--- config.mk ---
export PLATFORM = sky130hd
export DESIGN_NAME = wma_filter
export DESIGN_NICKNAME = d
export VERILOG_FILES = /design/src/rtl/wma_pkg.sv /design/src/rtl/wma_delay_line.sv /design/src/rtl/wma_weighted_sum.sv /design/src/rtl/wma_fill_tracker.sv /design/src/rtl/wma_filter.sv
export SDC_FILE = /design/constraint.sdc
export NUM_CORES = 1
export LEC_CHECK = 0
export BUFFER_PORTS_ARGS = -buffer_cell sky130_fd_sc_hd__buf_2
export CAP_MARGIN = 25
export CORE_AREA = 2 2 119 149
export DETAILED_ROUTE_END_ITERATION = 16
export DIE_AREA = 0 0 121 151
export SLEW_MARGIN = 25
export SYNTH_ARGS = -nofsm -noshare
export SYNTH_HDL_FRONTEND = slang
export SYNTH_SLANG_ARGS = --single-unit
--- constraint.sdc ---
create_clock -name clk -period 9.2 [get_ports clk]
set_clock_uncertainty 0.2 [all_clocks]
set_input_delay 0.46 -clock clk [delete_from_list [all_inputs] [get_ports clk]]
set_output_delay 0.46 -clock clk [all_outputs]
set_load 0.005 [all_outputs]
--- src/rtl/wma_pkg.sv ---
package wma_pkg;
  // Number of older samples in the window; newest sample carries weight two,
  // so total weight is PRIOR_TAPS + 2 and must be a power of two.
  localparam int PRIOR_TAPS = 6;

  function automatic int norm_shift(input int prior);
    return $clog2(prior + 2);
  endfunction
endpackage

--- src/rtl/wma_delay_line.sv ---
module wma_delay_line #(
  parameter int DATA_W = 12,
  parameter int DEPTH  = 6
) (
  input  logic                    clk,
  input  logic                    rst_n,
  input  logic                    shift_en,
  input  logic [DATA_W-1:0]       din,
  output logic [DEPTH*DATA_W-1:0] taps_flat
);
  logic [DATA_W-1:0] stage [DEPTH];

  for (genvar i = 0; i < DEPTH; i++) begin : g_stage
    if (i == 0) begin : g_head
      always_ff @(posedge clk or negedge rst_n) begin
        if (!rst_n)        stage[i] <= '0;
        else if (shift_en) stage[i] <= din;
      end
    end else begin : g_body
      always_ff @(posedge clk or negedge rst_n) begin
        if (!rst_n)        stage[i] <= '0;
        else if (shift_en) stage[i] <= stage[i-1];
      end
    end
    assign taps_flat[i*DATA_W +: DATA_W] = stage[i];
  end
endmodule

--- src/rtl/wma_weighted_sum.sv ---
module wma_weighted_sum #(
  parameter int DATA_W = 12,
  parameter int PRIOR  = 6,
  localparam int SHIFT = wma_pkg::norm_shift(PRIOR),
  localparam int SUM_W = DATA_W + SHIFT
) (
  input  logic [DATA_W-1:0]       cur,
  input  logic [PRIOR*DATA_W-1:0] hist_flat,
  output logic [SUM_W-1:0]        sum_full,
  output logic [SUM_W-1:0]        scaled
);
  function automatic logic signed [SUM_W-1:0] widen(input logic [DATA_W-1:0] v);
    return SUM_W'($signed(v));
  endfunction

  logic signed [SUM_W-1:0] acc;

  always_comb begin
    acc = widen(cur) + widen(cur);
    for (int i = 0; i < PRIOR; i++) begin
      acc = acc + widen(hist_flat[i*DATA_W +: DATA_W]);
    end
  end

  assign sum_full = acc;
  assign scaled   = acc >>> SHIFT;
endmodule

--- src/rtl/wma_fill_tracker.sv ---
module wma_fill_tracker #(
  parameter int TAPS = 7,
  localparam int CNT_W = $clog2(TAPS + 1)
) (
  input  logic clk,
  input  logic rst_n,
  input  logic accept,
  output logic ready
);
  logic [CNT_W-1:0] seen;
  logic             seen_full;

  assign seen_full = (seen == CNT_W'(TAPS));

  always_ff @(posedge clk or negedge rst_n) begin
    if (!rst_n) begin
      seen  <= '0;
      ready <= 1'b0;
    end else if (accept && !seen_full) begin
      seen <= seen + 1'b1;
      if (seen == CNT_W'(TAPS - 1)) ready <= 1'b1;
    end
  end

  a_r7_ready_sticky: assert property (@(posedge clk) disable iff (!rst_n)
    ready |=> ready);
endmodule

--- src/rtl/wma_filter.sv ---
module wma_filter #(
  parameter int DATA_W = 12,
  parameter int PRIOR  = wma_pkg::PRIOR_TAPS,
  localparam int SHIFT = wma_pkg::norm_shift(PRIOR),
  localparam int SUM_W = DATA_W + SHIFT
) (
  input  logic              clk,
  input  logic              rst_n,
  input  logic              in_valid,
  input  logic [DATA_W-1:0] in_data,
  output logic              out_valid,
  output logic [DATA_W-1:0] out_data,
  output logic              fill_ready
);
  logic [PRIOR*DATA_W-1:0] hist_flat;
  logic [SUM_W-1:0]        sum_full;
  logic [SUM_W-1:0]        scaled;
  logic                    scaled_fits;

  wma_delay_line #(.DATA_W(DATA_W), .DEPTH(PRIOR)) i_hist (
    .clk(clk), .rst_n(rst_n), .shift_en(in_valid),
    .din(in_data), .taps_flat(hist_flat)
  );

  wma_weighted_sum #(.DATA_W(DATA_W), .PRIOR(PRIOR)) i_sum (
    .cur(in_data), .hist_flat(hist_flat),
    .sum_full(sum_full), .scaled(scaled)
  );

  wma_fill_tracker #(.TAPS(PRIOR + 1)) i_fill (
    .clk(clk), .rst_n(rst_n), .accept(in_valid), .ready(fill_ready)
  );

  always_ff @(posedge clk or negedge rst_n) begin
    if (!rst_n) begin
      out_valid <= 1'b0;
      out_data  <= '0;
    end else begin
      out_valid <= in_valid;
      if (in_valid) out_data <= scaled[DATA_W-1:0];
    end
  end

  // Scaled result fits the output when its upper bits are a pure sign extension.
  assign scaled_fits = (&scaled[SUM_W-1:DATA_W-1]) || !(|scaled[SUM_W-1:DATA_W-1]);

  a_r3_no_overflow: assert property (@(posedge clk) disable iff (!rst_n)
    in_valid |-> scaled_fits && (sum_full[SUM_W-1] == scaled[SUM_W-1]));
  a_r5_valid_follows: assert property (@(posedge clk) disable iff (!rst_n)
    in_valid |=> out_valid);
  a_r5_no_spurious_valid: assert property (@(posedge clk) disable iff (!rst_n)
    !in_valid |=> !out_valid);
  a_r6_hold_when_idle: assert property (@(posedge clk) disable iff (!rst_n)
    !in_valid |=> $stable(out_data));
  a_r7_ready_with_output: assert property (@(posedge clk) disable iff (!rst_n)
    $rose(fill_ready) |-> out_valid);
endmodule

After elaboration in Yosys (flattened, before gate mapping)

Cells that the tools add are included.

Register bits: 89
Bits in latches: 0
Bits of input ports: 15
ROM bits: 0
Output and inout bits: 14
Word-level logic and storage cells: 23
Memories: 0
Bits in writable memories: 0

Shift operators: 0
Multipliers: 0
Div/mod/pow operators: 0
$add $sub $neg: 8
Bitwise logic cells: 0
Equal/unequal tests: 2
Magnitude comparators: 0
Multiplexer cells: 0
Reduce and logical (&&, ||, !) cells: 3

Operators with widths:

| operator              | count |
|---|---|
| $add A15 B12 Y15      | 5 |
| $add A13 B12 Y14      | 1 |
| $add A12 B12 Y13      | 1 |
| $eq A3 B3 Y1 const B  | 2 |
| $add A3 B1 Y3 const B | 1 |
| $reduce_and A2 Y1     | 1 |
| $logic_and A1 B1 Y1   | 1 |
| $logic_not A1 Y1      | 1 |

Logic depth before layout (Yosys ltp)

Depth in word-level cells: 7
Mapped depth: 19
Depth with buffers taken out: 18

Modules after synthesis

Synthesis repeated with hierarchy kept, for this count alone.

Cell total of the unflattened synthesis: 493
Area, all modules: 6266.0 um^2

By module, submodules not included:

| module           | area an instance (um^2) | cells each | instances |
|---|---|---|---|
| wma_delay_line   | 3026.7                  | 152        | 1 |
| wma_weighted_sum | 2528.7                  | 301        | 1 |
| wma_filter       | 509.2                   | 26         | 1 |
| wma_fill_tracker | 201.4                   | 14         | 1 |

Least setup slack after synthesis

No wires, ideal clock.

Path type: input to register
Start point: input port in_data[0]
End point: register out_data[10]
Setup time: 0.131 ns
Setup slack: 4.037 ns
Stages: 19
Arrival time: 4.832 ns
Cell sequence: ha_1 > fa_1 > a21o_1 > a31oi_1 > nand2b_1 > a311oi_2 > xnor2_1 > fa_1 > inv_1 > fa_1 > fa_1 > inv_1 > ha_1 > buf_2 > nand2_1 > nor2_1 > o2111ai_1 > and4_1 > or3_1

Word-level cells in the longest chain between the ends: 7

RTL lines:

| element                       | RTL line               | text |
|---|---|---|
| from (decl)                   | wma_filter.sv:10       | `input logic [DATA_W-1:0] in_data,` |
| $add A12 B12 Y13              | wma_weighted_sum.sv:19 | `acc = widen(cur) + widen(cur);` |
| $add A13 B12 Y14              | wma_weighted_sum.sv:21 | `acc = acc + widen(hist_flat[i*DATA_W +: DATA_W]);` |
| $add A15 B12 Y15 (5 in a row) | wma_weighted_sum.sv:21 |  |
| to (signal assigned)          | wma_filter.sv:40       | `if (in_valid) out_data <= scaled[DATA_W-1:0];` |
| to (decl)                     | wma_filter.sv:12       | `output logic [DATA_W-1:0] out_data,` |

No other way between the ends.
A chain may end at the register's enable or synchronous reset.

Final worst setup path

Start point: register i_hist.stage (netlist bit i_hist.taps_flat[1])
End point: register out_data[10]

Word-level cells in the longest chain between the ends: 6

RTL lines:

| element                           | RTL line               | text |
|---|---|---|
| from (decl)                       | wma_delay_line.sv:11   | `logic [DATA_W-1:0] stage [DEPTH];` |
| from (signal, indexed assignment) | wma_delay_line.sv:17   | `else if (shift_en) stage[i] <= din;` |
| $add A13 B12 Y14                  | wma_weighted_sum.sv:21 |  |
| $add A15 B12 Y15 (5 in a row)     | wma_weighted_sum.sv:21 |  |

No other way between the ends.

==> impl_metrics.prom <==
# TYPE chip_impl_metric gauge
chip_impl_metric{name="dpl.cell_count",unit=""} 750
chip_impl_metric{name="rd_place_congestion",unit=""} 0.817
chip_impl_metric{name="postRouteAntennaNets",unit=""} 0
chip_impl_metric{name="final_sum_of_negative_setup_slack",unit="ns"} 0
chip_impl_metric{name="synthCells",unit=""} 515
chip_impl_metric{name="path_buf_inv",unit=""} 2
chip_impl_metric{name="finish.net_count",unit=""} 637
chip_impl_info{name="tritoncts_clock_tree",value="yes"} 1
chip_impl_metric{name="simple_gate_fraction_of_synth_area",unit="%"} 7.06
chip_impl_metric{name="number_of_enable_flip_flop_cells_after_synthesis",unit=""} 0
chip_impl_info{name="crit-reg2reg-launch",value="i_hist.taps_flat[1]"} 1
chip_impl_metric{name="num_vias",unit=""} 3699
chip_impl_metric{name="crit_path_max_fanout",unit=""} 8
chip_impl_metric{name="crit_required",unit="ns"} 9.21
chip_impl_metric{name="period_share",unit="%"} 60.0
chip_impl_metric{name="timing.final.ws_setup",unit="ns"} 3.68
chip_impl_metric{name="maximum_capacitance_violations",unit=""} 0
chip_impl_metric{name="numClockSinks",unit=""} 89
chip_impl_metric{name="first_global_vias",unit=""} 3956
chip_impl_metric{name="diodes",unit=""} 0
chip_impl_metric{name="pre_cts_slack",unit="ns"} 3.47
chip_impl_metric{name="drive_above_1_share",unit="%"} 19.6
chip_impl_info{name="synth-main-ff-cell",value="sky130_fd_sc_hd__dfrtp_1"} 1
chip_impl_metric{name="worst_pin_slew",unit="ns"} 0.773
chip_impl_info{name="hold-path-endpoint",value="i_hist.taps_flat[8]"} 1
chip_impl_metric{name="postSynthRegisterBits",unit=""} 89
chip_impl_info{name="root_buffer",value="sky130_fd_sc_hd__clkbuf_16"} 1
chip_impl_metric{name="setup-violations-final",unit=""} 0
chip_impl_metric{name="remaining_drc_errors",unit=""} 0
chip_impl_metric{name="final_max_slew_viols",unit=""} 0
chip_impl_metric{name="grt_first_pass_wirelength",unit="mm"} 19.0
chip_impl_metric{name="numCtsBuffers",unit=""} 9
chip_impl_metric{name="hold_depth",unit=""} 2
chip_impl_metric{name="hpwlAfterDp",unit="mm"} 8.11
chip_impl_info{name="largest_cells_by_area_after_synthesis",value="sky130_fd_sc_hd__dfrtp_1 (38%), sky130_fd_sc_hd__fa_1 (18%), sky130_fd_sc_hd__mux2_2 (11%)"} 1
chip_impl_info{name="yosys.area.top_type",value="sky130_fd_sc_hd__dfrtp_1"} 1
chip_impl_metric{name="synth-async-reset-ratio",unit="%"} 100
chip_impl_metric{name="die_h",unit="um"} 151
chip_impl_metric{name="rows",unit=""} 53
chip_impl_metric{name="finalCriticalPeriod",unit="ns"} 5.52
chip_impl_metric{name="io_pins",unit=""} 29
chip_impl_metric{name="synth_adder_area_share",unit="%"} 24.1
chip_impl_metric{name="stdcell_count",unit=""} 767
chip_impl_info{name="synth_top_family_by_area",value="adder cells"} 1
chip_impl_info{name="crit_path_launch_type",value="register"} 1
chip_impl_info{name="run_status",value="finished clean"} 1
chip_impl_metric{name="max_stage_delay",unit="ns"} 0.55
chip_impl_info{name="timing.critical_path.cells",value="ha_1 -> fa_1 -> a21o_1 -> a31oi_1 -> nand2b_1 -> a311oi_2 -> xnor2_1 -> fa_1 -> inv_1 -> fa_1 -> fa_1 -> inv_1 -> ha_1 -> nand2_1 -> nor2_1 -> o2111ai_1 -> and4_1 -> or3_1"} 1
chip_impl_metric{name="io_buffer_count",unit=""} 28
chip_impl_metric{name="netlist-cell-type-count",unit=""} 49
chip_impl_info{name="endpoint_kind",value="register"} 1
chip_impl_info{name="synth_most_common_cell",value="sky130_fd_sc_hd__dfrtp_1"} 1
chip_impl_metric{name="synthXorXnorAreaFrac",unit="%"} 2.42
chip_impl_metric{name="cts_htree_levels",unit=""} 3
chip_impl_metric{name="gr-total-overflow",unit=""} 0
chip_impl_info{name="grt_setup_unrepaired",value="no"} 1
chip_impl_metric{name="dieWidth",unit="um"} 121
chip_impl_info{name="worst_hold_path_type",value="primary input to register"} 1
chip_impl_metric{name="drt_first_pass_iters",unit=""} 5
chip_impl_metric{name="drt-total-wl",unit="mm"} 10.6
chip_impl_metric{name="max_freq",unit="MHz"} 181
chip_impl_info{name="min_from",value="in_data[8]"} 1
chip_impl_metric{name="mappedNetlistNets",unit=""} 610
chip_impl_info{name="critical-path-top-delay-family",value="adder cells"} 1
chip_impl_metric{name="clkSlewWorstSetupHoldPaths",unit="ns"} 0.06
chip_impl_metric{name="fp.dieArea",unit="um2"} 18300
chip_impl_metric{name="clock_latency",unit="ns"} 0.34
chip_impl_metric{name="wire_length_per_cell_after_detailed_routing",unit="um"} 13.9
chip_impl_info{name="synth_commonest_cells",value="sky130_fd_sc_hd__dfrtp_1 (89), sky130_fd_sc_hd__inv_1 (82), sky130_fd_sc_hd__mux2_2 (58)"} 1
chip_impl_metric{name="regToRegSetupSlack",unit="ns"} 3.68
chip_impl_metric{name="mean_instance_size_in_the_synthesized_netlist",unit="um2"} 11.3
chip_impl_metric{name="critPathArrivalTime",unit="ns"} 5.53
chip_impl_metric{name="detail_route.iter0.violations",unit=""} 242
chip_impl_info{name="worst_r2r_endpoint",value="out_data[10]"} 1
chip_impl_metric{name="synth.area.mux_share",unit="%"} 11.4
chip_impl_metric{name="syn-cell-area",unit="um2"} 5800
chip_impl_metric{name="netlist.area_leader.share",unit="%"} 38.4
chip_impl_metric{name="clockBufferDepth",unit=""} 2
chip_impl_metric{name="initial_core_util",unit="%"} 34.6
chip_impl_metric{name="core_area",unit="um2"} 16800
chip_impl_metric{name="grt_max_degree",unit=""} 86
chip_impl_metric{name="worst-r2r-cell-count",unit=""} 18
chip_impl_metric{name="drt-vias-per-instance",unit=""} 4.82
chip_impl_info{name="worstSetupPathType",value="register to register"} 1
chip_impl_metric{name="report.final.hold_viol_count",unit=""} 0
chip_impl_metric{name="number_of_antenna_violations_at_the_first_check_in_global_routing",unit=""} 0
chip_impl_metric{name="seq_area_frac_synth",unit="%"} 38.4
chip_impl_metric{name="areaGrowthSynthToFinish",unit="%"} 11.6
chip_impl_info{name="cpMostUsedCell",value="sky130_fd_sc_hd__fa_1"} 1
chip_impl_metric{name="synth-warning-count",unit=""} 0
chip_impl_metric{name="cts-resized-gates",unit=""} 0
chip_impl_metric{name="synth-compound-area-share",unit="%"} 10.1
chip_impl_info{name="slowest_stage",value="sky130_fd_sc_hd__fa_1"} 1
chip_impl_metric{name="globalRouteTotalUtil",unit="%"} 13.0
chip_impl_metric{name="rel_slew_slack",unit="%"} 48.4
[stage by stage]
| step | area [um2] | hold slack (ns) | util [%] |
|---|---|---|---|
| finish | 6470 | 0.183 | 38.6 |
| global route | 6470 | 0.182 | 38.6 |
| CTS | 6470 | 0.169 | 38.6 |
| detailed placement | 6170 | 0.0635 | 36.8 |
| global placement | 6170 | 0.0591 | 36.8 |
| floorplan | 5800 | -0.0356 | - |
[per-layer routing]
layer	vias up	track usage, %	routed length [um]
met5	-	0	0
met4	0	4.71	257
met2	77	21.8	5160
met1	1832	16.5	4870
li1	1771	-	-
met3	19	2.75	358
[worst max path at each step]
stage                    to  cells past startpoint                start  slack (ns)
6_report       out_data[10]                     18  i_hist.taps_flat[1]        3.68
5_1_grt        out_data[10]                     18  i_hist.taps_flat[1]        3.32
4_1_cts        out_data[10]                     18  i_hist.taps_flat[1]        3.64
3_5_place_dp   out_data[10]                     19           in_data[0]        3.47
3_3_place_gp   out_data[10]                     19           in_data[0]        3.57
2_1_floorplan  out_data[10]                     19           in_data[0]        4.04
[cell families after synthesis]
logic type	count (synthesis)
AOI/OAI and AO/OA	87
muxes	59
and+or+nand+nor	87
adders and majority gates	80
xor gates and xnor gates	16
DFF	89
buffers and inverters	97
[flip-flops by register name (all words and copies together), names as in the netlist]
register          flops
i_fill.ready          1
i_fill.seen           3
i_hist.taps_flat     72
out_data             12
out_valid             1
[repair_timing]
action | in CTS | in global routing
hold endpoints to repair | 4 | 0
hold buffers | 1 | 0
buffers inserted | 0 | 0
[final cells by class]
cell class                      instances  area, um2
Clock buffer                           11        233
Clock inverter                          5       56.3
Fill cell                            1619      10300
Inverter                               82        308
Multi-Input combinational cell        329       3200
Sequential cell                        89       2230
Tap cell                              220        275
Timing Repair Buffer                   31        174
[cell usage in the layout (no fill, tap or decap), types with 5 or more instances in the layout]
cell type / n
sky130_fd_sc_hd__inv_1: 82
sky130_fd_sc_hd__buf_2: 26
sky130_fd_sc_hd__xnor2_1: 11
sky130_fd_sc_hd__mux2_2: 58
sky130_fd_sc_hd__ha_1: 27
sky130_fd_sc_hd__dfrtp_1: 89
sky130_fd_sc_hd__o21ai_0: 27
sky130_fd_sc_hd__a21o_1: 9
sky130_fd_sc_hd__and2_1: 5
sky130_fd_sc_hd__nor2_1: 12
sky130_fd_sc_hd__nand2_1: 38
sky130_fd_sc_hd__nor3_1: 5
sky130_fd_sc_hd__nand2b_1: 5
sky130_fd_sc_hd__a21oi_1: 16
sky130_fd_sc_hd__nor2b_1: 5
sky130_fd_sc_hd__xor2_1: 5
sky130_fd_sc_hd__o211ai_1: 6
sky130_fd_sc_hd__nand3_1: 6
sky130_fd_sc_hd__fa_1: 53
sky130_fd_sc_hd__clkbuf_16: 9
Power is left out: the tool's default activity adds up to more than one toggle a clock period on the data nets, which glitch-free logic cannot reach.
